`src/rtl/lfo_rate_pkg.sv`:
```
// Package: shared decision type for the LFO rate filter.
// Assumes: nothing; pure type definitions.
package lfo_rate_pkg;

    // Outcome of the deadband comparison at a window end.
    typedef enum logic {
        ACT_HOLD = 1'b0,
        ACT_LOAD = 1'b1
    } rate_action_e;

endpackage

```
`src/rtl/rate_sample_accum.sv`:
```
// Module: rate_sample_accum
// Sums strobed converter readings over a window of 2**WIN_LOG2 strobes.
// On the strobe that completes the window, win_end_o is high in that cycle
// and win_sum_o presents the full sum including that reading. The register
// is then cleared at the same edge, so a strobe one cycle later starts the
// next window.
// Assumes: conv_done_i is synchronous to clk; WIN_LOG2 >= 1.
module rate_sample_accum #(
    parameter int SAMPLE_W = 10,
    parameter int WIN_LOG2 = 8,
    localparam int SUM_W   = SAMPLE_W + WIN_LOG2
) (
    input  logic                clk,
    input  logic                rst_n,
    input  logic                conv_done_i,
    input  logic [SAMPLE_W-1:0] conv_data_i,
    output logic                win_end_o,
    output logic [SUM_W-1:0]    win_sum_o
);

    logic [SUM_W-1:0]    acc_q;
    logic [WIN_LOG2-1:0] cnt_q;
    logic [SUM_W-1:0]    sample_ext;

    // Zero-extend the reading to the accumulator width.
    always_comb begin
        sample_ext = {{WIN_LOG2{1'b0}}, conv_data_i};
    end

    // Window-end detect and the sum that includes the current reading.
    always_comb begin
        win_end_o = conv_done_i && (cnt_q == {WIN_LOG2{1'b1}});
        win_sum_o = acc_q + sample_ext;
    end

    // Strobe counter: wraps naturally at the window length.
    always_ff @(posedge clk) begin
        if (!rst_n) begin
            cnt_q <= '0;
        end else if (conv_done_i) begin
            cnt_q <= cnt_q + 1'b1;
        end
    end

    // Accumulator: adds on strobe, clears when the window closes.
    always_ff @(posedge clk) begin
        if (!rst_n) begin
            acc_q <= '0;
        end else if (win_end_o) begin
            acc_q <= '0;
        end else if (conv_done_i) begin
            acc_q <= win_sum_o;
        end
    end

endmodule

```
`src/rtl/rate_deadband_judge.sv`:
```
// Module: rate_deadband_judge
// Purely combinational. Scales the window sum, adds the minimum-rate
// floor, and decides whether the candidate differs from the current rate
// by at least DEADBAND. A negative difference is turned into a magnitude
// by bitwise complement, which is one count short of the true value.
// Assumes: RATE_W > SUM_W so the scaled sum plus floor cannot overflow.
module rate_deadband_judge
    import lfo_rate_pkg::*;
#(
    parameter int          SUM_W       = 18,
    parameter int          RATE_W      = 24,
    parameter int          SCALE_SHIFT = 2,
    parameter logic [23:0] MIN_RATE    = 24'h000100,
    parameter logic [23:0] DEADBAND    = 24'h000040
) (
    input  logic [SUM_W-1:0]  win_sum_i,
    input  logic [RATE_W-1:0] cur_rate_i,
    output logic [RATE_W-1:0] cand_o,
    output rate_action_e      action_o
);

    localparam int PAD_W = RATE_W - SUM_W;

    logic [SUM_W-1:0]  scaled;
    logic [RATE_W:0]   diff_ext;
    logic              diff_neg;
    logic [RATE_W-1:0] diff_mag;

    // Rescale the window sum and add the minimum-rate floor.
    always_comb begin
        scaled = win_sum_i >> SCALE_SHIFT;
        cand_o = {{PAD_W{1'b0}}, scaled} + RATE_W'(MIN_RATE);
    end

    // Signed difference with borrow, then ones-complement magnitude.
    always_comb begin
        diff_ext = {1'b0, cand_o} - {1'b0, cur_rate_i};
        diff_neg = diff_ext[RATE_W];
        diff_mag = diff_neg ? ~diff_ext[RATE_W-1:0] : diff_ext[RATE_W-1:0];
    end

    // Deadband decision.
    always_comb begin
        action_o = (diff_mag < RATE_W'(DEADBAND)) ? ACT_HOLD : ACT_LOAD;
    end

endmodule

```
`src/rtl/rate_hold_reg.sv`:
```
// Module: rate_hold_reg
// Holds the published rate and emits the window tick. The rate loads
// the candidate only at a window end with a LOAD decision. The tick is the
// window-end strobe delayed by one register.
// Assumes: win_end_i is a single-cycle pulse.
module rate_hold_reg
    import lfo_rate_pkg::*;
#(
    parameter int          RATE_W     = 24,
    parameter logic [23:0] RESET_RATE = 24'h001000
) (
    input  logic              clk,
    input  logic              rst_n,
    input  logic              win_end_i,
    input  rate_action_e      action_i,
    input  logic [RATE_W-1:0] cand_i,
    output logic [RATE_W-1:0] rate_o,
    output logic              tick_o
);

    // Rate register: reset value, then conditional load at window end.
    always_ff @(posedge clk) begin
        if (!rst_n) begin
            rate_o <= RATE_W'(RESET_RATE);
        end else if (win_end_i && (action_i == ACT_LOAD)) begin
            rate_o <= cand_i;
        end
    end

    // Tick register: one pulse per window end.
    always_ff @(posedge clk) begin
        if (!rst_n) begin
            tick_o <= 1'b0;
        end else begin
            tick_o <= win_end_i;
        end
    end

endmodule

```
`src/rtl/lfo_rate_filter.sv`:
```
// Module: lfo_rate_filter (top)
// Averages 2**WIN_LOG2 converter readings and applies the result as a new
// LFO rate only when it moves by at least DEADBAND. Publishes a tick
// after each window end.
// Assumes: readings are unsigned and strobes are single-cycle.
module lfo_rate_filter
    import lfo_rate_pkg::*;
#(
    parameter int          SAMPLE_W    = 10,
    parameter int          WIN_LOG2    = 8,
    parameter int          RATE_W      = 24,
    parameter int          SCALE_SHIFT = 2,
    parameter logic [23:0] MIN_RATE    = 24'h000100,
    parameter logic [23:0] DEADBAND    = 24'h000040,
    parameter logic [23:0] RESET_RATE  = 24'h001000
) (
    input  logic                clk,
    input  logic                rst_n,
    input  logic                conv_done_i,
    input  logic [SAMPLE_W-1:0] conv_data_i,
    output logic [RATE_W-1:0]   rate_o,
    output logic                tick_o
);

    localparam int SUM_W = SAMPLE_W + WIN_LOG2;

    logic              win_end;
    logic [SUM_W-1:0]  win_sum;
    logic [RATE_W-1:0] cand;
    rate_action_e      action;

    rate_sample_accum #(
        .SAMPLE_W (SAMPLE_W),
        .WIN_LOG2 (WIN_LOG2)
    ) u_accum (
        .clk         (clk),
        .rst_n       (rst_n),
        .conv_done_i (conv_done_i),
        .conv_data_i (conv_data_i),
        .win_end_o   (win_end),
        .win_sum_o   (win_sum)
    );

    rate_deadband_judge #(
        .SUM_W       (SUM_W),
        .RATE_W      (RATE_W),
        .SCALE_SHIFT (SCALE_SHIFT),
        .MIN_RATE    (MIN_RATE),
        .DEADBAND    (DEADBAND)
    ) u_judge (
        .win_sum_i  (win_sum),
        .cur_rate_i (rate_o),
        .cand_o     (cand),
        .action_o   (action)
    );

    rate_hold_reg #(
        .RATE_W     (RATE_W),
        .RESET_RATE (RESET_RATE)
    ) u_hold (
        .clk       (clk),
        .rst_n     (rst_n),
        .win_end_i (win_end),
        .action_i  (action),
        .cand_i    (cand),
        .rate_o    (rate_o),
        .tick_o    (tick_o)
    );

endmodule

```
`config.mk`:
```
export PLATFORM = sky130hd
export DESIGN_NAME = lfo_rate_filter
export DESIGN_NICKNAME = d
export VERILOG_FILES = /design/src/rtl/lfo_rate_pkg.sv /design/src/rtl/rate_sample_accum.sv /design/src/rtl/rate_deadband_judge.sv /design/src/rtl/rate_hold_reg.sv /design/src/rtl/lfo_rate_filter.sv
export SDC_FILE = /design/constraint.sdc
export NUM_CORES = 1
export LEC_CHECK = 0
export BUFFER_PORTS_ARGS = -buffer_cell sky130_fd_sc_hd__buf_2
export CAP_MARGIN = 20
export CORE_MARGIN = 4
export CORE_UTILIZATION = 57
export CTS_BUF_LIST = sky130_fd_sc_hd__clkbuf_8
export DETAILED_ROUTE_END_ITERATION = 8
export GPL_TIMING_DRIVEN = 0
export PLACE_DENSITY = 0.78
export SYNTH_ARGS = -nofsm -noshare
export SYNTH_HDL_FRONTEND = slang
export SYNTH_SLANG_ARGS = --single-unit
```
`constraint.sdc`:
```
create_clock -name clk -period 6.4 [get_ports clk]
set_input_delay 0.96 -clock clk [delete_from_list [all_inputs] [get_ports clk]]
set_output_delay 0.96 -clock clk [all_outputs]
set_load 0.05 [all_outputs]
```
==> results of run 1 <==
sequential cells by signal, summed over array words and instances (netlist names):
signal	cells
u_accum.acc_q	18
u_hold.rate_o	17
u_accum.cnt_q	8
u_hold.tick_o	1
layout make-up:
cell class	count	area share (%)
inverter	26	2.424
buffer	25	3.170
clock inverter	3	0.5904
timing repair buffer	33	4.288
clock buffer	5	1.709
sequential	44	21.88
tap	75	2.331
multi-input combinational	364	63.61
layout by cell type (no fill, tap or decap), types with 3 or more instances in the layout:
master and count:
a211o_1 3, a211oi_1 3, a21boi_0 4, a21o_1 6, a21oi_1 20, a21oi_2 3
a31oi_1 3, and2_1 8, and3_1 7, buf_2 30, buf_4 10, clkbuf_1 15
clkbuf_8 5, conb_1 7, dfxtp_1 44, ha_1 26, inv_1 26, mux2i_1 23
nand2_1 48, nand2b_1 3, nand3_1 18, nand4_1 10, nor2_1 36, nor2b_1 4
nor3_1 8, o211ai_1 3, o21a_1 3, o21ai_0 13, o21ai_1 7, o21bai_1 3
or3_1 6, xnor2_1 20, xor2_1 20
layer usage:
layer  wire length (um)  vias up  GRT usage, %
met2               4142      100         39.38
met4                178        0         9.066
met1               3858     1613         32.11
li1                   -     1690             -
met3                495       21         2.933
met5                  0        -             0
timing repair:
item | CTS | global route
gates resized for setup | 1 | 17
endpoints found under the setup margin | 4 | 17
pin swaps | 0 | 2
buffers inserted | 0 | 3
power by group through the flow:
stage	Clock (uW)	Sequential [uW]	Combinational [uW]
CTS	184	293	452
global placement	0	299	438
global route	193	295	531
floorplan	0	298	359
finish	182	293	469
detailed placement	0	299	448
how the worst min path moves through the flow:
stage	to	slack, ps
3_3_place_gp	u_hold.rate_o[2]$_SDFFE_PN0P_	460
2_1_floorplan	u_accum.acc_q[0]$_SDFFE_PP0P_	460
4_1_cts	u_hold.rate_o[13]$_SDFFE_PN0P_	480
5_1_grt	u_hold.rate_o[1]$_SDFFE_PN0P_	510
6_report	u_hold.rate_o[13]$_SDFFE_PN0P_	480
3_5_place_dp	u_hold.rate_o[10]$_SDFFE_PN0P_	470
critical path: cells and delay by family:
kind	cells	cell delay (ps)
AOI/OAI and AO/OA	8	1670
xor gates and xnor gates	1	220
adders and majority gates	3	1010
buffers and inverters	2	250
and+or+nand+nor	8	2230
kinds of logic after synthesis:
| kind of cell | count (synthesis) | share of synthesized area, % |
|---|---|---|
| DFF | 44 | 24.56 |
| AOI/OAI and AO/OA | 101 | 19.75 |
| xor gates and xnor gates | 42 | 10.47 |
| adders and majority gates | 29 | 10.33 |
| buffers and inverters | 51 | 6.280 |
| muxes | 24 | 6.734 |
| and+or+nand+nor | 161 | 21.77 |
| other | 1 | 0.1046 |
stage by stage:
step	setup slack, ps	cells	setup TNS, ps
6_report	295.4	575	0
5_1_grt	-24.87	575	-52.83
2_1_floorplan	503.6	459	0
3_5_place_dp	-323.4	564	-3748
4_1_cts	71.13	572	0
3_3_place_gp	-225.5	564	-2306
==> results.sh, run 1 <==
export IMPL_drtAntennaViolNets=0
export IMPL_utilization_pct=66.82
export IMPL_cp_required_ps=6610
export IMPL_synth_top_cells_by_count="nand2_1, dfxtp_1, nor2_1"
export IMPL_hold_violations=0
export IMPL_post_route_min_period_ps=6105
export IMPL_synth_ff_type="dfxtp_1"
export IMPL_ys_seq_area_share_pct=24.56
export IMPL_dieArea_um2=7624
export IMPL_cts_buffers=5
export IMPL_grt_pass1_vias=3128
export IMPL_syn_inst=453
export IMPL_synth_top_area_share_pct=24.56
export IMPL_hold_buffers=0
export IMPL_multiInputGateArea_um2=2561
export IMPL_finalClockSkew_ps=8.358
export IMPL_slew_headroom_pct=51.22
export IMPL_cts_max_path_buffers=2
export IMPL_p_int_uw=543.3
export IMPL_ff2ff_path_depth=21
export IMPL_seq_area_um2=880.8
export IMPL_routed_wirelength_um=8675
export IMPL_routabilityCongestion=0.9366
export IMPL_syn_to_final_growth_pct=12.28
export IMPL_clkPwrFrac_pct=19.3
export IMPL_power_density_nw_per_um2=234.5
export IMPL_setup_viol=0
export IMPL_rr_endpoint="u_hold.rate_o[0]$_SDFFE_PN0P_"
export IMPL_viasPerCell=5.955
export IMPL_dp_final_hpwl_um=6817
export IMPL_startpoint="conv_data_i[0]"
export IMPL_n_antenna_cell=0
export IMPL_cts_tree="done"
export IMPL_via_count=3424
export IMPL_p_leak_uw=0.001671
export IMPL_fin_area_um2=4026
export IMPL_core_um2=6026
export IMPL_tightest_slew_ps=731.7
export IMPL_hold_start="u_hold.rate_o[13]$_SDFFE_PN0P_"
export IMPL_ys_ff_latch=44
export IMPL_switching_share_pct=42.47
export IMPL_drt_pass1_iter_count=5
export IMPL_async_flop_share_pct=0
export IMPL_p_seq_share_pct=31.1
export IMPL_reg2reg_slack_ps=740
export IMPL_synth_largest_area_cell="dfxtp_1"
export IMPL_power_uw=944.3
export IMPL_grt_max_degree=16
export IMPL_critPathLaunchType="input port"
export IMPL_grt_remaining_overflow=0
export IMPL_rr_startpoint="u_accum.acc_q[0]$_SDFFE_PP0P_"
export IMPL_slew_violations=0
export IMPL_hp_class="reg2reg"
export IMPL_cpPeakStageDelay_ps=540
export IMPL_pin_count=38
export IMPL_cts_sinks=44
export IMPL_p_sw_uw=401.0
export IMPL_antenna_found_initial=0
export IMPL_synth_edff_count=0
export IMPL_crit_type="in2reg"
export IMPL_critPathArrivalTime_ps=6320
export IMPL_dieWidth_um=87.32
export IMPL_nNetsFinal=541
export IMPL_drc_errors=0
export IMPL_rows=28
export IMPL_clk_insertion_delay_late_ps=310
export IMPL_cp_max_fo=5
export IMPL_synth_warnings=0
export IMPL_fp_dieH_um=87.32
export IMPL_wl_per_cell_um=15.09
export IMPL_syn_mean_instance_area_um2=7.916
export IMPL_max_cap_violations=0
export IMPL_crit_chain="buf_2 -> ha_1 -> fa_1 -> a21oi_2 -> o21ai_1 -> a31o_2 -> o21ai_4 -> or3b_2 -> and3_1 -> or4b_1 -> xor2_1 -> ha_2 -> nor3_1 -> nor2_2 -> and2_1 -> or4b_1 -> a211oi_1 -> o21ai_1 -> a21oi_2 -> nor2_4 -> buf_4 -> o211a_1"
export IMPL_layout_drive_gt1_share_pct=13.60
export IMPL_clock_root_buffer="clkbuf_8"
export IMPL_port_buffers=30
export IMPL_whs_path_depth=2
export IMPL_synth_area_leaders="dfxtp_1, ha_1, mux2i_1"
export IMPL_syn_area_um2=3586
export IMPL_crit_path_end="u_hold.rate_o[0]$_SDFFE_PN0P_"
export IMPL_ys_types=65
export IMPL_htree_levels=2
export IMPL_max_freq_mhz=163.8
export IMPL_grt_pass1_wl_um=14790
export IMPL_worstSetupEndpointType="flop"
export IMPL_timing_hold_ws_ps=478.1
export IMPL_period_share_pct=95.38
export IMPL_path_clk_slew_ps=90
export IMPL_p_comb_share_pct=49.7
export IMPL_place_area_um2=3852
export IMPL_drt_iter0_markers=144
export IMPL_peakVddDrop_uv=200.2
export IMPL_outcome="complete, no violations"
export IMPL_synth_most_common_cell="nand2_1"
export IMPL_grt_usage_pct=24.04
export IMPL_slowest_stage="or4b_1"
export IMPL_start_util_pct=59.51
export IMPL_filler_cell_count=541
No activity file was read; power rests on OpenSTA's default activity.
==> inputs of run 2 (changes only) <==
--- a/config.mk
+++ b/config.mk
@@ -8,11 +8,10 @@
 export BUFFER_PORTS_ARGS = -buffer_cell sky130_fd_sc_hd__buf_2
 export CAP_MARGIN = 20
 export CORE_MARGIN = 4
-export CORE_UTILIZATION = 57
+export CORE_UTILIZATION = 40
 export CTS_BUF_LIST = sky130_fd_sc_hd__clkbuf_8
 export DETAILED_ROUTE_END_ITERATION = 8
 export GPL_TIMING_DRIVEN = 0
-export PLACE_DENSITY = 0.78
 export SYNTH_ARGS = -nofsm -noshare
 export SYNTH_HDL_FRONTEND = slang
 export SYNTH_SLANG_ARGS = --single-unit
==> run 2 against run 1 <==
Core utilization is 20 points lower. Clock skew is 3.3 ps higher. Clock power is 21% higher. Critical endpoint unchanged. Die area is 38% higher. Via count is 5.0% lower. Maximum frequency is 1.1% lower. Critical path depth stayed put. Final area is 1.5% higher.
==> results.sh, run 2 (same netlist as run 1, synthesis figures left out) <==
export IMPL_finalClockSkew_ps=11.64
export IMPL_rsz0062_at_grt="no"
export IMPL_utilization_pct=46.84
export IMPL_layout_drive_gt1_share_pct=13.25
export IMPL_period_share_pct=96.46
export IMPL_worstSetupEndpointType="flop"
export IMPL_layout_commonest_cell="nand2_1"
export IMPL_fin_area_um2=4085
export IMPL_hp_class="reg2reg"
export IMPL_drc_errors=0
export IMPL_n_antenna_cell=0
export IMPL_layout_setup_ws_ps=226.3
export IMPL_p_leak_uw=0.001678
export IMPL_grt_max_degree=16
export IMPL_outcome="complete, no violations"
export IMPL_wl_met3_um=313
export IMPL_cp_required_ps=6610
export IMPL_peakVddDrop_uv=131.9
export IMPL_drt_pass1_iter_count=4
export IMPL_htree_levels=2
export IMPL_routed_top_layer="met4"
export IMPL_setup_viol=0
export IMPL_core_um2=8721
export IMPL_tightest_slew_ps=705.9
export IMPL_cp_max_fo=5
export IMPL_hold_start="u_hold.rate_o[13]$_SDFFE_PN0P_"
export IMPL_path_clk_slew_ps=100
export IMPL_startpoint="conv_data_i[0]"
export IMPL_antenna_found_initial=0
export IMPL_largest_register="u_accum.acc_q"
export IMPL_dp_final_hpwl_um=7102
export IMPL_mostFrequentLayoutCells="nand2_1, dfxtp_1, nor2_1"
export IMPL_start_util_pct=41.12
export IMPL_route_met2_wl_um=4237
export IMPL_crit_type="in2reg"
export IMPL_post_route_min_period_ps=6174
export IMPL_critPathArrivalTime_ps=6380
export IMPL_dieArea_um2=10540
export IMPL_dieWidth_um=102.7
export IMPL_largest_register_ff_count=18
export IMPL_nNetsFinal=539
export IMPL_grt_pass1_wl_um=14680
export IMPL_via_count=3253
export IMPL_tns_ps=0
export IMPL_wl_per_cell_um=14.50
export IMPL_cts_buffers=5
export IMPL_clock_root_buffer="clkbuf_8"
export IMPL_routabilityCongestion=0.7769
export IMPL_critPathLaunchType="input port"
export IMPL_rows=34
export IMPL_cts_tree="done"
export IMPL_grt_usage_pct=17.32
export IMPL_drt_iter0_markers=135
export IMPL_filler_cell_count=899
export IMPL_cts_max_path_buffers=2
export IMPL_place_area_um2=3894
export IMPL_top_regs="u_accum.acc_q: 18 flops, u_hold.rate_o: 17 flops, u_accum.cnt_q: 8 flops"
export IMPL_dp_slack_ps=-340.0
export IMPL_rr_startpoint="u_accum.acc_q[0]$_SDFFE_PP0P_"
export IMPL_hold_violations=0
export IMPL_viasPerCell=5.368
export IMPL_clk_insertion_delay_late_ps=300
export IMPL_drtAntennaViolNets=0
export IMPL_max_cap_violations=0
export IMPL_cts_sinks=44
export IMPL_slew_violations=0
export IMPL_max_freq_mhz=162.0
export IMPL_syn_to_final_growth_pct=13.92
export IMPL_pin_count=38
export IMPL_routed_wirelength_um=8787
export IMPL_grt_remaining_overflow=0
export IMPL_grt_pass1_vias=3104
export IMPL_port_buffers=30
export IMPL_slew_headroom_pct=52.94
export IMPL_fp_dieH_um=102.7
export IMPL_drt_met1_wl_um=4143
export IMPL_power_uw=986.6
export IMPL_power_density_nw_per_um2=241.5
[run 2: cell types whose count changed in the layout (fill, tap and decap cells not counted), sizes merged]
cell,previous run,this run
buf,43,42
bufinv,0,1
clkbuf,20,19
clkinv,1,0
clkinvlp,2,1
inv,26,27
[run 2: power by group]
part | internal, uW | switching, uW | leakage (uW)
Sequential | 286 | 7.19 | 0.000357
Combinational | 180 | 293 | 0.00127
Clock | 118 | 103 | 0.0000548
[run 2: timing repair]
| action | in CTS | in global routing |
|---|---|---|
| hold buffers | 0 | 0 |
| pin swaps | 0 | 2 |
| endpoints found under the setup margin | 2 | 17 |
| gates resized for setup | 1 | 16 |
| buffers inserted | 0 | 2 |
[run 2: path summary, 6_finish.rpt]
kind,slack (ps),endpoint,depth (start not counted)
worst min-delay path,480,u_hold.rate_o[13]$_SDFFE_PN0P_,2
worst max-delay path,230,u_hold.rate_o[0]$_SDFFE_PN0P_,22
worst max register to register,680,u_hold.rate_o[0]$_SDFFE_PN0P_,21
worst min register to register,480,u_hold.rate_o[13]$_SDFFE_PN0P_,2
[run 2: critical path: stages]
cell       delay, ps
buf_2            100
ha_1             210
fa_1             450
a21oi_2          200
o21ai_1          120
a31o_2           300
o21ai_4          230
or3b_2           470
and3_1           170
or4b_1           570
xor2_2           190
ha_2             240
nor2_1            60
o21a_1           140
a2111oi_1        450
o21ai_1          170
a2111o_1         400
a211o_1          310
a21oi_4          210
nor2_4            80
buf_4            160
o211a_1          200
[run 2: through the flow]
step	hold WS, ps	cells
6_report	477.0	606
4_1_cts	484.4	605
5_1_grt	515.9	606
3_3_place_gp	461.4	597
2_1_floorplan	464.7	459
3_5_place_dp	471.9	597
[run 2: routing by layer]
metal	vias to the layer above	GRT usage, %
met5	-	0
met4	0	3.734
met3	9	2.774
met2	43	29.64
met1	1505	22.98
li1	1696	-
[run 2: area by class of cell]
class	instances	area [um2]	area share [%]
well taps	108	135.1	3.308
inverters	26	97.59	2.389
multi-input cells	364	2567	62.85
clock inverters	3	46.29	1.133
plain buffers	24	123.9	3.032
clock buffers	5	68.82	1.685
flip-flops and latches	44	880.8	21.56
repair buffers	32	165.2	4.043
